<file path="src/rtl/sdh_irq_pkg.sv">
package sdh_irq_pkg;
  localparam int unsigned REG_W  = 16;
  localparam int unsigned ADDR_W = 3;

  typedef enum logic [ADDR_W-1:0] {
    A_NSTAT = 3'd0,
    A_ESTAT = 3'd1,
    A_NSEN  = 3'd2,
    A_ESEN  = 3'd3,
    A_NSIG  = 3'd4,
    A_ESIG  = 3'd5,
    A_ACAP  = 3'd6
  } reg_addr_e;

  localparam int unsigned N_CMD_DONE  = 0;
  localparam int unsigned N_XFER_DONE = 1;
  localparam int unsigned E_CMD_TO    = 0;
  localparam int unsigned E_DATA_TO   = 4;
  localparam int unsigned E_ADMA      = 9;
  localparam int unsigned E_DMA       = 12;

  localparam logic [REG_W-1:0] N_MASK = REG_W'((1 << N_CMD_DONE) | (1 << N_XFER_DONE));
  localparam logic [REG_W-1:0] E_MASK = REG_W'((1 << E_CMD_TO) | (1 << E_DATA_TO) |
                                               (1 << E_ADMA) | (1 << E_DMA));
endpackage

</file>
<file path="src/rtl/sdh_rsp_timer.sv">
module sdh_rsp_timer #(
  parameter int unsigned LIMIT = 64
) (
  input  logic clk_i,
  input  logic rst_ni,
  input  logic tick_i,
  input  logic issue_i,
  input  logic rsp_i,
  output logic done_o,
  output logic timeout_o
);
  localparam int unsigned CW = (LIMIT > 2) ? $clog2(LIMIT) : 1;
  localparam logic [CW-1:0] LAST = CW'(LIMIT - 1);

  logic          pending_q;
  logic [CW-1:0] cnt_q;

  // response on the final tick still counts as in time
  assign done_o    = pending_q & rsp_i & ~issue_i;
  assign timeout_o = pending_q & tick_i & ~rsp_i & ~issue_i & (cnt_q == LAST);

  always_ff @(posedge clk_i or negedge rst_ni) begin
    if (!rst_ni) begin
      pending_q <= 1'b0;
      cnt_q     <= '0;
    end else if (issue_i) begin
      pending_q <= 1'b1;
      cnt_q     <= '0;
    end else if (done_o || timeout_o) begin
      pending_q <= 1'b0;
      cnt_q     <= '0;
    end else if (pending_q && tick_i) begin
      cnt_q <= cnt_q + 1'b1;
    end
  end


  rsp_excl_chk: assert property (@(posedge clk_i) disable iff (!rst_ni)
    !(done_o && timeout_o));

  no_retimeout_chk: assert property (@(posedge clk_i) disable iff (!rst_ni)
    timeout_o |=> !timeout_o);
endmodule

</file>
<file path="src/rtl/sdh_xfer_track.sv">
module sdh_xfer_track (
  input  logic clk_i,
  input  logic rst_ni,
  input  logic start_i,
  input  logic end_i,
  input  logic dto_i,
  output logic done_o,
  output logic dto_o
);
  logic active_q;

  // timeout beats end on the same edge
  assign done_o = active_q & end_i & ~dto_i;
  assign dto_o  = active_q & dto_i;

  always_ff @(posedge clk_i or negedge rst_ni) begin
    if (!rst_ni)               active_q <= 1'b0;
    else if (start_i)          active_q <= 1'b1;
    else if (end_i || dto_i)   active_q <= 1'b0;
  end


  xfer_excl_chk: assert property (@(posedge clk_i) disable iff (!rst_ni)
    !(done_o && dto_o));
endmodule

</file>
<file path="src/rtl/sdh_w1c_stat.sv">
module sdh_w1c_stat #(
  parameter int unsigned  W    = 16,
  parameter logic [W-1:0] MASK = '1
) (
  input  logic         clk_i,
  input  logic         rst_ni,
  input  logic [W-1:0] set_i,
  input  logic [W-1:0] clr_i,
  output logic [W-1:0] stat_o
);
  logic [W-1:0] stat_q;

  always_ff @(posedge clk_i or negedge rst_ni) begin
    if (!rst_ni) stat_q <= '0;
    else         stat_q <= ((stat_q & ~clr_i) | set_i) & MASK;
  end

  assign stat_o = stat_q;


  rsvd_zero_chk: assert property (@(posedge clk_i) disable iff (!rst_ni)
    (stat_q & ~MASK) == '0);

  set_wins_chk: assert property (@(posedge clk_i) disable iff (!rst_ni)
    (|(set_i & MASK)) |=> ((stat_q & $past(set_i & MASK)) == $past(set_i & MASK)));
endmodule

</file>
<file path="src/rtl/sdh_irq_status.sv">
module sdh_irq_status
  import sdh_irq_pkg::*;
#(
  parameter int unsigned RSP_TIMEOUT = 64,
  parameter int unsigned ADMA_ST_W   = 2
) (
  input  logic                 clk_i,
  input  logic                 rst_ni,
  input  logic                 sd_tick_i,
  input  logic                 cmd_issue_i,
  input  logic                 rsp_rcvd_i,
  input  logic                 xfer_start_i,
  input  logic                 xfer_end_i,
  input  logic                 data_to_i,
  input  logic                 dma_err_i,
  input  logic                 adma_err_i,
  input  logic [ADMA_ST_W-1:0] adma_state_i,
  input  logic                 we_i,
  input  logic [ADDR_W-1:0]    waddr_i,
  input  logic [REG_W-1:0]     wdata_i,
  input  logic [ADDR_W-1:0]    raddr_i,
  output logic [REG_W-1:0]     rdata_o,
  output logic                 irq_o
);
  logic cmd_done, cmd_to, xfer_done, xfer_dto;
  logic [REG_W-1:0] nsen_q, esen_q, nsig_q, esig_q;
  logic [REG_W-1:0] nraw, eraw, nset, eset, nclr, eclr, nstat, estat;
  logic [ADMA_ST_W-1:0] acap_q;
  logic irq_q, irq_src;

  sdh_rsp_timer #(.LIMIT(RSP_TIMEOUT)) u_timer (
    .clk_i, .rst_ni, .tick_i(sd_tick_i), .issue_i(cmd_issue_i), .rsp_i(rsp_rcvd_i),
    .done_o(cmd_done), .timeout_o(cmd_to)
  );

  sdh_xfer_track u_xfer (
    .clk_i, .rst_ni, .start_i(xfer_start_i), .end_i(xfer_end_i), .dto_i(data_to_i),
    .done_o(xfer_done), .dto_o(xfer_dto)
  );

  always_comb begin
    nraw = '0;
    nraw[N_CMD_DONE]  = cmd_done;
    nraw[N_XFER_DONE] = xfer_done;
    eraw = '0;
    eraw[E_CMD_TO]  = cmd_to;
    eraw[E_DATA_TO] = xfer_dto;
    eraw[E_ADMA]    = adma_err_i;
    eraw[E_DMA]     = dma_err_i;
  end

  assign nset = nraw & nsen_q;
  assign eset = eraw & esen_q;
  assign nclr = (we_i && waddr_i == A_NSTAT) ? wdata_i : '0;
  assign eclr = (we_i && waddr_i == A_ESTAT) ? wdata_i : '0;

  sdh_w1c_stat #(.W(REG_W), .MASK(N_MASK)) u_nstat (
    .clk_i, .rst_ni, .set_i(nset), .clr_i(nclr), .stat_o(nstat)
  );
  sdh_w1c_stat #(.W(REG_W), .MASK(E_MASK)) u_estat (
    .clk_i, .rst_ni, .set_i(eset), .clr_i(eclr), .stat_o(estat)
  );

  always_ff @(posedge clk_i or negedge rst_ni) begin
    if (!rst_ni) begin
      nsen_q <= '0;
      esen_q <= '0;
      nsig_q <= '0;
      esig_q <= '0;
    end else if (we_i) begin
      case (waddr_i)
        A_NSEN:  nsen_q <= wdata_i & N_MASK;
        A_ESEN:  esen_q <= wdata_i & E_MASK;
        A_NSIG:  nsig_q <= wdata_i & N_MASK;
        A_ESIG:  esig_q <= wdata_i & E_MASK;
        default: ;
      endcase
    end
  end

  // capture only on the 0->1 edge of the descriptor fault bit
  always_ff @(posedge clk_i or negedge rst_ni) begin
    if (!rst_ni)                        acap_q <= '0;
    else if (eset[E_ADMA] && !estat[E_ADMA]) acap_q <= adma_state_i;
  end

  assign irq_src = |(nstat & nsig_q) | |(estat & esig_q);

  always_ff @(posedge clk_i or negedge rst_ni) begin
    if (!rst_ni) irq_q <= 1'b0;
    else         irq_q <= irq_src;
  end
  assign irq_o = irq_q;

  always_comb begin
    case (raddr_i)
      A_NSTAT: rdata_o = nstat;
      A_ESTAT: rdata_o = estat;
      A_NSEN:  rdata_o = nsen_q;
      A_ESEN:  rdata_o = esen_q;
      A_NSIG:  rdata_o = nsig_q;
      A_ESIG:  rdata_o = esig_q;
      A_ACAP:  rdata_o = REG_W'(acap_q);
      default: rdata_o = '0;
    endcase
  end


  irq_fall_chk: assert property (@(posedge clk_i) disable iff (!rst_ni)
    $fell(irq_o) |-> $past(irq_src == 1'b0));

  acap_hold_chk: assert property (@(posedge clk_i) disable iff (!rst_ni)
    $past(estat[E_ADMA]) |-> $stable(acap_q));
endmodule

</file>
<file path="config.mk">
export PLATFORM = sky130hd
export DESIGN_NAME = sdh_irq_status
export DESIGN_NICKNAME = d
export VERILOG_FILES = /design/src/rtl/sdh_irq_pkg.sv /design/src/rtl/sdh_rsp_timer.sv /design/src/rtl/sdh_xfer_track.sv /design/src/rtl/sdh_w1c_stat.sv /design/src/rtl/sdh_irq_status.sv
export SDC_FILE = /design/constraint.sdc
export NUM_CORES = 1
export LEC_CHECK = 0
export BUFFER_PORTS_ARGS = -buffer_cell sky130_fd_sc_hd__buf_2
export CORE_MARGIN = 1
export CORE_UTILIZATION = 58
export DETAILED_ROUTE_END_ITERATION = 8
export GPL_ROUTABILITY_DRIVEN = 0
export HOLD_SLACK_MARGIN = 0.02
export PLACE_DENSITY = 0.95
export RECOVER_POWER = 25
export SYNTH_ARGS = -nofsm -noshare
export SYNTH_HDL_FRONTEND = slang
export SYNTH_HIERARCHICAL = 1
export SYNTH_SLANG_ARGS = --single-unit
</file>
<file path="constraint.sdc">
create_clock -name clk_i -period 3.29 [get_ports clk_i]
set_input_delay 0.1645 -clock clk_i [delete_from_list [all_inputs] [get_ports clk_i]]
set_output_delay 0.1645 -clock clk_i [all_outputs]
set_load 0.02 [all_outputs]
</file>
==> metrics, run 1 <==
Die Wd=61.0 um; Worst-Margin Slew=1.57 ns; length of the first detailed-routing pass in iterations=4; synthesized instance count=207; number of failing hold endpoints at the final stage=0; instance area at placement=2060 um2; non-filler cells in the finished layout=283; Leak=0.987 nW; number of cell rows=21; antenna viol nets, final=0; final antenna diode count=0; Syn. warnings=6; CTS Buf Count=5; worst voltage drop across the vdd grid=0.196 mV; unrepaired setup endpoints after global routing=no; Vert. Die Dim=61.0 um; Hold Path Class=in2reg; worst-path cell with the longest stage delay=clkbuf_1; Seq pwr share=0.519; largest net degree at the start of global routing=30; half-perimeter wire length after detailed placement=2820 um; FMAX=0.601 GHz; worst relative slew slack=-0.0459; Ports=52; total number of H-tree levels=2; Mapped Area=2020 um2; areal power density over the cells=425 nW/um2; Syn-to-layout area delta=5.75%; kind of capture point of the worst setup path=async pin; clock insertion delay at the later pin of the skew report=0.33 ns; post-cts gate resize count=0; failing checks=capacitance limit, slew limit; average routed wire per standard cell=13.0 um; 1st-iter DRT viols=48; total gr overflow=0; Tmin final=1.66 ns; Crit path buffers/inverters=2; post-route cell area=2140 um2; Sw Pwr=0.290 mW; setup slack after placement=1.85 ns; final-layout worst hold slack=0.0627 ns; internal power component=0.620 mW; register clock-pin slew on the reported worst setup and hold paths=0.09 ns; clock share of power=0.227; number of max-cap violations=1; Die Footprint=3730 um2; worst-path fanout max=29; Core Box Area=3340 um2; setup TNS=0 ns; number of nets in the final layout=272; wire length of the first global-routing pass=5690 um; starting density of the core=0.606; Placed Instances=272; biggest cell delay along the critical path=1.13 ns; number of global-route vias before repair=1290; required time worst endpoint=3.46 ns; Final period util=0.506; post-layout total power=0.909 mW; combinational power share=0.254; Clock Root Buffer=clkbuf_4; worst flop-to-flop path startpoint=u_timer/cnt_q[0]; count of input and output buffers=29; launch point of the worst path=rst_ni; total global-route track usage=0.219; Clock Sinks=29; met3 wire length=123 um; Post-Syn Area per Cell=9.77 um2; clock tree skew after final layout=0.00820 ns; ratio of cells with drive above 1 in the final layout=0.266; via count=1436; Slew Viols, Final=30; via-per-instance ratio=5.07; startpoint type of the worst setup path=primary input; Cell Chain, Critical Path=dlygate4sd3_1 -> clkbuf_1; routed wire length=3690 um; Util after Layout=0.641; crit path kind=in2async; M1 wire length=1590 um; Top Layer Used=met4; initial antenna violation count=0; post-detailed-route DRC marker count=0; TritonCTS clock tree=built; CP top delay family=buffers and inverters; switching share of power=0.318; final setup violating endpoints=0; run status=finished with violations; Met2 Routed Length=1890 um; start point of the worst hold path=adma_state_i[1]; critical path data arrival time=1.83 ns; setup ws final=1.63 ns; buffer depth of the longest clock path=2
-- layout make-up --
cell class,instances,area [um2]
fill,295,1200
clock inverter,2,10.0
inverter,9,33.8
clock buffer,6,41.3
timing repair buffer,32,173
sequential,29,726
tap,46,57.6
multi-input combinational,159,1100
-- flip-flops by register name, summed over array words and instances (netlist names) --
signal,count
nsen_q,2
u_timer/pending_q,1
nsig_q,2
u_estat/stat_o,4
esig_q,4
irq_o,1
u_xfer/active_q,1
acap_q,2
esen_q,4
u_nstat/stat_o,2
u_timer/cnt_q,6
-- layer usage --
metal  track usage  up-vias
met4        0.0974        0
met5             0        -
met2         0.382       30
met1         0.251      681
met3        0.0588        9
li1              -      716
-- worst paths after layout --
kind	endpoint	slack, ns	cells past startpoint
setup / recovery	u_estat/stat_o[12]	1.63	2
hold / removal	acap_q[1]	0.06	2
setup reg to reg	u_estat/stat_o[0]	1.96	5
hold reg to reg	u_estat/stat_o[4]	0.51	1
max in group clk_i	rdata_o[0]	1.65	4
min in group asynchronous	u_timer/pending_q	0.75	2
-- power groups by stage --
stage,logic [mW],clock network [mW],registers [mW]
floorplan,0.191,0,0.464
global placement,0.218,0,0.474
detailed placement,0.227,0,0.479
CTS,0.231,0.211,0.471
global route,0.254,0.221,0.480
finish,0.231,0.207,0.472
-- repair_timing --
item                      4_1_cts  5_1_grt
hold buffers                    3        0
hold endpoints to repair       30        0
setup buffers                   0        0
-- cells in the final DEF, fill, tap and decap left out, drive strengths merged, types with 4 or more instances in the layout --
cell type  count
mux2i         13
inv            9
nand3          4
o21ai          9
dfrtp         29
mux2          19
a21o           6
and2          13
clkbuf         8
nand2          7
a21oi          8
conb          26
nor2          16
nor3b          4
buf           27
(Power assumes the default switching activity.)
==> run 2: changes to the inputs <==
ABC_AREA = 1   (was unset)
CORE_UTILIZATION = 49   (was 58)
PLACE_DENSITY = 0.87   (was 0.95)
clock period = 1.3 ns   (was 3.29 ns; I/O delays follow)
==> run 2 against run 1 <==
Compared with the run above:
- via count is 26% higher
- largest cell class unchanged
- die area is 20% higher
- the run now ends clean
- synthesized area is 1.7% higher
- sequential share of layout area is 1.2 points lower
- critical path type is now reg2out
- clock skew is 0.00079 ns lower
- register-to-register slack worse by 1.9 ns
==> metrics, run 2 <==
combinational power share=0.209 (-0.045); length of the first detailed-routing pass in iterations=4 (unchanged); register clock-pin slew on the reported worst setup and hold paths=0.06 ns (-0.03 ns); run status=completed; required time worst endpoint=1.24 ns (-2.22 ns); Met2 Routed Length=1800 um (-4.8%); via-per-instance ratio=4.77 (-5.9%); crit-path most repeated cell=nand2_1; count of input and output buffers=29 (unchanged); setup TNS=0 ns (unchanged); Die Wd=66.8 um (+9.4%); internal power component=1.74 mW (+180%); fill cell instance count of the final layout=384 (+30%); Leak=1.27 nW (+29%); Clock Root Buffer=clkbuf_8; number of failing hold endpoints at the final stage=0 (unchanged); CP top delay family=flip-flops; top register by number of flip-flops=u_timer/cnt_q; final setup violating endpoints=0 (unchanged); FMAX=0.811 GHz; ratio of cells with drive above 1 in the final layout=0.152 (-0.114); worst-path fanout max=3 (-90%); most common cell after layout, fill and taps aside=nand2_1; clock tree skew after final layout=0.00741 ns (-0.000789 ns); Hold Path Class=in2reg; total number of H-tree levels=2 (unchanged); Syn. warnings=6 (unchanged); number of nets in the final layout=364 (+34%); M1 wire length=1880 um (+18%); worst-path cell with the longest stage delay=dfrtp_1; 1st-iter DRT viols=51 (+6.3%); Worst-Margin Slew=0.640 ns (-0.929 ns); critical path depth in cells=5 (+3); unrepaired setup endpoints after global routing=yes; Cell Chain, Critical Path=nand3_1 -> nand2_1 -> nor2_2 -> nand2_1 -> buf_2; buffer depth of the longest clock path=2 (unchanged); Slew Viols, Final=0 (-100%); Vert. Die Dim=66.8 um (+9.4%); Crit path buffers/inverters=1 (-1); largest net degree at the start of global routing=30 (unchanged); total global-route track usage=0.199 (-0.0195); Tmin final=1.23 ns; average routed wire per standard cell=10.6 um (-19%); post-layout total power=2.55 mW (+180%); Clock Sinks=29 (unchanged); Seq pwr share=0.474 (-0.045); top library cells by usage in the layout, fill and taps aside=nand2_1, inv_1, dfrtp_1, buf_2, conb_1; areal power density over the cells=1150 nW/um2 (+170%); instance area at placement=2090 um2 (+1.3%); hold path depth=3 (+1); worst relative slew slack=0.573 (+0.619); Die Footprint=4460 um2 (+20%); synthesized instance count=297 (+43%); max reg flops=6 (unchanged); number of max-cap violations=0 (-1); antenna viol nets, final=0 (unchanged); wire length of the first global-routing pass=6620 um (+16%); startpoint type of the worst setup path=flip-flop; CTS Buf Count=5 (unchanged); Top Layer Used=met4; Core Box Area=4030 um2 (+21%); Post-Syn Area per Cell=6.93 um2 (-29%); clock share of power=0.317 (+0.090); Mapped Area=2060 um2 (+1.7%); total gr overflow=0 (unchanged); kind of capture point of the worst setup path=output pin; final antenna diode count=0 (unchanged); worst voltage drop across the vdd grid=0.809 mV (+310%); Sw Pwr=0.817 mW (+180%); starting density of the core=0.511 (-0.0954); Syn-to-layout area delta=7.85%; Final period util=0.949; biggest cell delay along the critical path=0.41 ns (-0.72 ns); length in cells of the worst reg-to-reg path=6 (+1); clock insertion delay at the later pin of the skew report=0.28 ns (-0.05 ns); post-route cell area=2220 um2 (+3.7%); crit path kind=reg2out; non-filler cells in the finished layout=379 (+34%); number of cell rows=23 (+9.5%); Placed Instances=367 (+35%); R2R Setup Slk=0.08 ns (-1.88 ns); initial antenna violation count=0 (unchanged); half-perimeter wire length after detailed placement=2970 um (+5.3%); via count=1809 (+26%); routed wire length=4020 um (+9.0%); TritonCTS clock tree=built; critical path data arrival time=1.17 ns (-0.66 ns); met3 wire length=232 um (+89%); post-detailed-route DRC marker count=0 (unchanged); Ports=52 (unchanged); number of global-route vias before repair=1605 (+24%); switching share of power=0.320 (+0.00154)
run 2: final cells by class:
| type | count | area [um2] | area share |
|---|---|---|---|
| Multi-Input combinational cell | 214 | 968 | 0.437 |
| Sequential cell | 29 | 726 | 0.327 |
| Timing Repair Buffer | 34 | 190 | 0.0857 |
| Inverter | 44 | 170 | 0.0767 |
| Clock buffer | 7 | 96.3 | 0.0434 |
| Tap cell | 50 | 62.6 | 0.0282 |
| Clock inverter | 1 | 5.00 | 0.00226 |
run 2: worst min-delay path, cell delays in order:
cell and delay (ns):
buf_2 0.10, inv_1 0.04, o21ai_0 0.07
run 2: timing repair:
action,in CTS,in global routing
setup endpoints to repair,0,1
hold buffers,3,0
endpoints found under the hold margin,31,0
gates resized for setup,0,1
setup buffers,0,1
run 2: stage by stage:
stage	hold slack, ns	setup slack [ns]	utilization
after global placement	0.119	0.126	0.518
after global routing	0.0396	-0.0169	0.551
after CTS	0.0310	0.0573	0.551
final	0.0369	0.0663	0.551
after floorplan	-0.231	0.171	-
after detailed placement	0.122	0.0916	0.518
run 2: layer usage:
metal,vias up,track usage
li1,940,-
met1,789,0.236
met2,70,0.322
met3,10,0.0548
met4,0,0.112
met5,-,0
run 2: worst paths after layout:
path / from / endpoint
max in group asynchronous: rst_ni / u_timer/cnt_q[5]
min in group asynchronous: rst_ni / acap_q[1]
min: adma_state_i[0] / acap_q[0]
min reg2reg: acap_q[0] / acap_q[0]
max reg2reg: u_timer/cnt_q[0] / u_timer/cnt_q[4]
max: nsig_q[1] / rdata_o[1]
run 2: power by group through the flow:
stage / clock, mW / sequential [mW] / combinational [mW]
4_1_cts: 0.829 / 1.20 / 0.523
6_report: 0.811 / 1.21 / 0.534
2_1_floorplan: 0 / 1.19 / 0.423
3_3_place_gp: 0 / 1.21 / 0.495
5_1_grt: 0.872 / 1.23 / 0.608
3_5_place_dp: 0 / 1.22 / 0.517
==> run 3: changes to the inputs <==
CORE_UTILIZATION = 35   (was 49)
PLACE_DENSITY = 0.68   (was 0.87)
==> run 3 against run 2 <==
Compared with the run above:
- power fell by 0.65%
- critical endpoint is now u_estat/stat_o[0]
- global-route usage fell by 6.0 points
- highest routed layer unchanged
- critical path depth rose by 4
- hold slack got worse by 0.0076 ns
- critical path type is now reg2reg
- die area rose by 39%
==> metrics, run 3 (synthesized netlist as in run 2, its figures left out) <==
run status=completed; Die Footprint=6190 um2 (+39%); largest net degree at the start of global routing=30 (unchanged); number of nets in the final layout=364 (unchanged); final antenna diode count=0 (unchanged); required time worst endpoint=1.51 ns (+0.27 ns); antenna viol nets, final=0 (unchanged); crit path kind=reg2reg; combinational power share=0.209 (about the same); worst relative slew slack=0.562 (-0.0113); ratio of cells with drive above 1 in the final layout=0.161 (+0.00912); worst-path fanout max=4 (+1); clock share of power=0.318 (about the same); length of the first detailed-routing pass in iterations=4 (unchanged); 1st-iter DRT viols=69 (+35%); total number of H-tree levels=2 (unchanged); clock insertion delay at the later pin of the skew report=0.28 ns (about the same); Ports=52 (unchanged); unrepaired setup endpoints after global routing=yes; wire length of the first global-routing pass=6730 um (+1.6%); post-layout total power=2.54 mW (-0.65%); crit-path most repeated cell=inv_1; register clock-pin slew on the reported worst setup and hold paths=0.06 ns (about the same); Most Crowded Layer GR=met2; Clock Sinks=29 (unchanged); via count=1761 (-2.7%); number of max-cap violations=0 (unchanged); Vert. Die Dim=78.7 um (+18%); total global-route track usage=0.139 (-0.0602); Cell Chain, Critical Path=ha_2 -> nand3_4 -> nor2_4 -> nand2_2 -> inv_1 -> nand2_1 -> inv_1 -> inv_1 -> nand2_1; switching share of power=0.315 (-0.00517); Syn-to-layout area delta=10.7%; top register by number of flip-flops=u_timer/cnt_q; Clock Root Buffer=clkbuf_8; Slew Viols, Final=0 (unchanged); number of global-route vias before repair=1581 (-1.5%); post-detailed-route DRC marker count=0 (unchanged); Seq pwr share=0.472 (-0.002); Final period util=0.939 (-0.0101); most common cell after layout, fill and taps aside=nand2_1; number of failing hold endpoints at the final stage=0 (unchanged); starting density of the core=0.369 (-0.142); top library cells by usage in the layout, fill and taps aside=nand2_1, inv_1, dfrtp_1; FMAX=0.819 GHz (+1.1%); startpoint type of the worst setup path=flip-flop; M3 GR Usage=0.0326 (-0.0222); worst-path cell with the longest stage delay=dfrtp_1; setup ws final=0.0794 ns (+0.0131 ns); Core Box Area=5570 um2 (+38%); buffer depth of the longest clock path=2 (unchanged); count of input and output buffers=29 (unchanged); setup slack after placement=0.0892 ns (-0.00239 ns); critical path data arrival time=1.43 ns (+0.26 ns); max reg flops=6 (unchanged); total gr overflow=0 (unchanged); via-per-instance ratio=4.39 (-8.0%); average routed wire per standard cell=9.92 um (-6.5%); Leak=1.27 nW (about the same); areal power density over the cells=1110 nW/um2 (-3.2%); post-route cell area=2280 um2 (+2.7%); final setup violating endpoints=0 (unchanged); kind of capture point of the worst setup path=flip-flop; Sw Pwr=0.799 mW (-2.3%); Tmin final=1.22 ns (-0.0131 ns); Die Wd=78.7 um (+18%); met1 track utilization from global routing=0.165 (-0.0711); Hold Path Class=in2reg; number of cell rows=27 (+17%); biggest cell delay along the critical path=0.40 ns (about the same); M2 GR Usage=0.239 (-0.0828); Worst-Margin Slew=0.657 ns (+0.0170 ns); routed wire length=3980 um (-1.0%); worst voltage drop across the vdd grid=0.732 mV (-9.5%); initial antenna violation count=0 (unchanged); instance area at placement=2110 um2 (+1.3%); half-perimeter wire length after detailed placement=3050 um (+2.8%); TritonCTS clock tree=built; fill cell instance count of the final layout=580 (+51%); internal power component=1.74 mW (+0.11%); clock tree skew after final layout=0.00588 ns (-0.00154 ns); CTS Buf Count=5 (unchanged)
==> run 3: critical path: cells and delay by family, from the launching register on <==
kind,cells,cell delay (ns)
flops,1,0.40
simple gates,5,0.41
fa+ha+maj,1,0.21
buf+inv,3,0.14
==> run 3: repair_timing <==
item	4_1_cts	5_1_grt
hold buffers	3	0
endpoints found under the setup margin	0	7
buffers inserted	0	1
endpoints found under the hold margin	31	0
resized for setup	0	6
==> run 3: path summary, 6_finish.rpt <==
path | slack [ns] | end | from | cells after the start
max | 0.08 | u_estat/stat_o[0] | u_timer/cnt_q[0] | 9
min | 0.03 | acap_q[1] | adma_state_i[1] | 3
max reg2reg | 0.08 | u_estat/stat_o[0] | u_timer/cnt_q[0] | 9
min reg2reg | 0.50 | u_estat/stat_o[4] | u_estat/stat_o[4] | 2
max in group asynchronous | 0.52 | esen_q[9] | rst_ni | 2
min in group asynchronous | 0.35 | u_timer/cnt_q[2] | rst_ni | 2
==> run 3: area by class of cell <==
cell class	count	area, um2	area share
well taps	72	90.1	0.0396
flip-flops and latches	29	726	0.319
clock inverters	1	5.00	0.00220
multi-input cells	214	993	0.436
inverters	44	170	0.0747
clock buffers	7	96.3	0.0423
repair buffers	34	196	0.0863
==> run 3: power by group through the flow <==
stage / Sequential (mW) / Combinational [mW] / Clock [mW]
6_report: 1.20 / 0.531 / 0.808
4_1_cts: 1.20 / 0.524 / 0.838
5_1_grt: 1.22 / 0.616 / 0.875
2_1_floorplan: 1.19 / 0.423 / 0
3_3_place_gp: 1.21 / 0.505 / 0
3_5_place_dp: 1.21 / 0.517 / 0
==> run 3: metrics by stage <==
step / setup TNS (ns) / hold slack, ns / util / std cells
final: 0 / 0.0293 / 0.409 / 401
after detailed placement: 0 / 0.136 / 0.379 / 389
after CTS: 0 / 0.0201 / 0.403 / 400
after global routing: -0.0205 / 0.0522 / 0.409 / 401
after floorplan: 0 / -0.231 / - / 321
after global placement: 0 / 0.140 / 0.379 / 389
==> run 3: metal layers <==
metal,vias to the layer above,share of wire
li1,931,-
met4,0,0.014
met1,782,0.46
met5,-,0
met2,42,0.48
met3,6,0.045
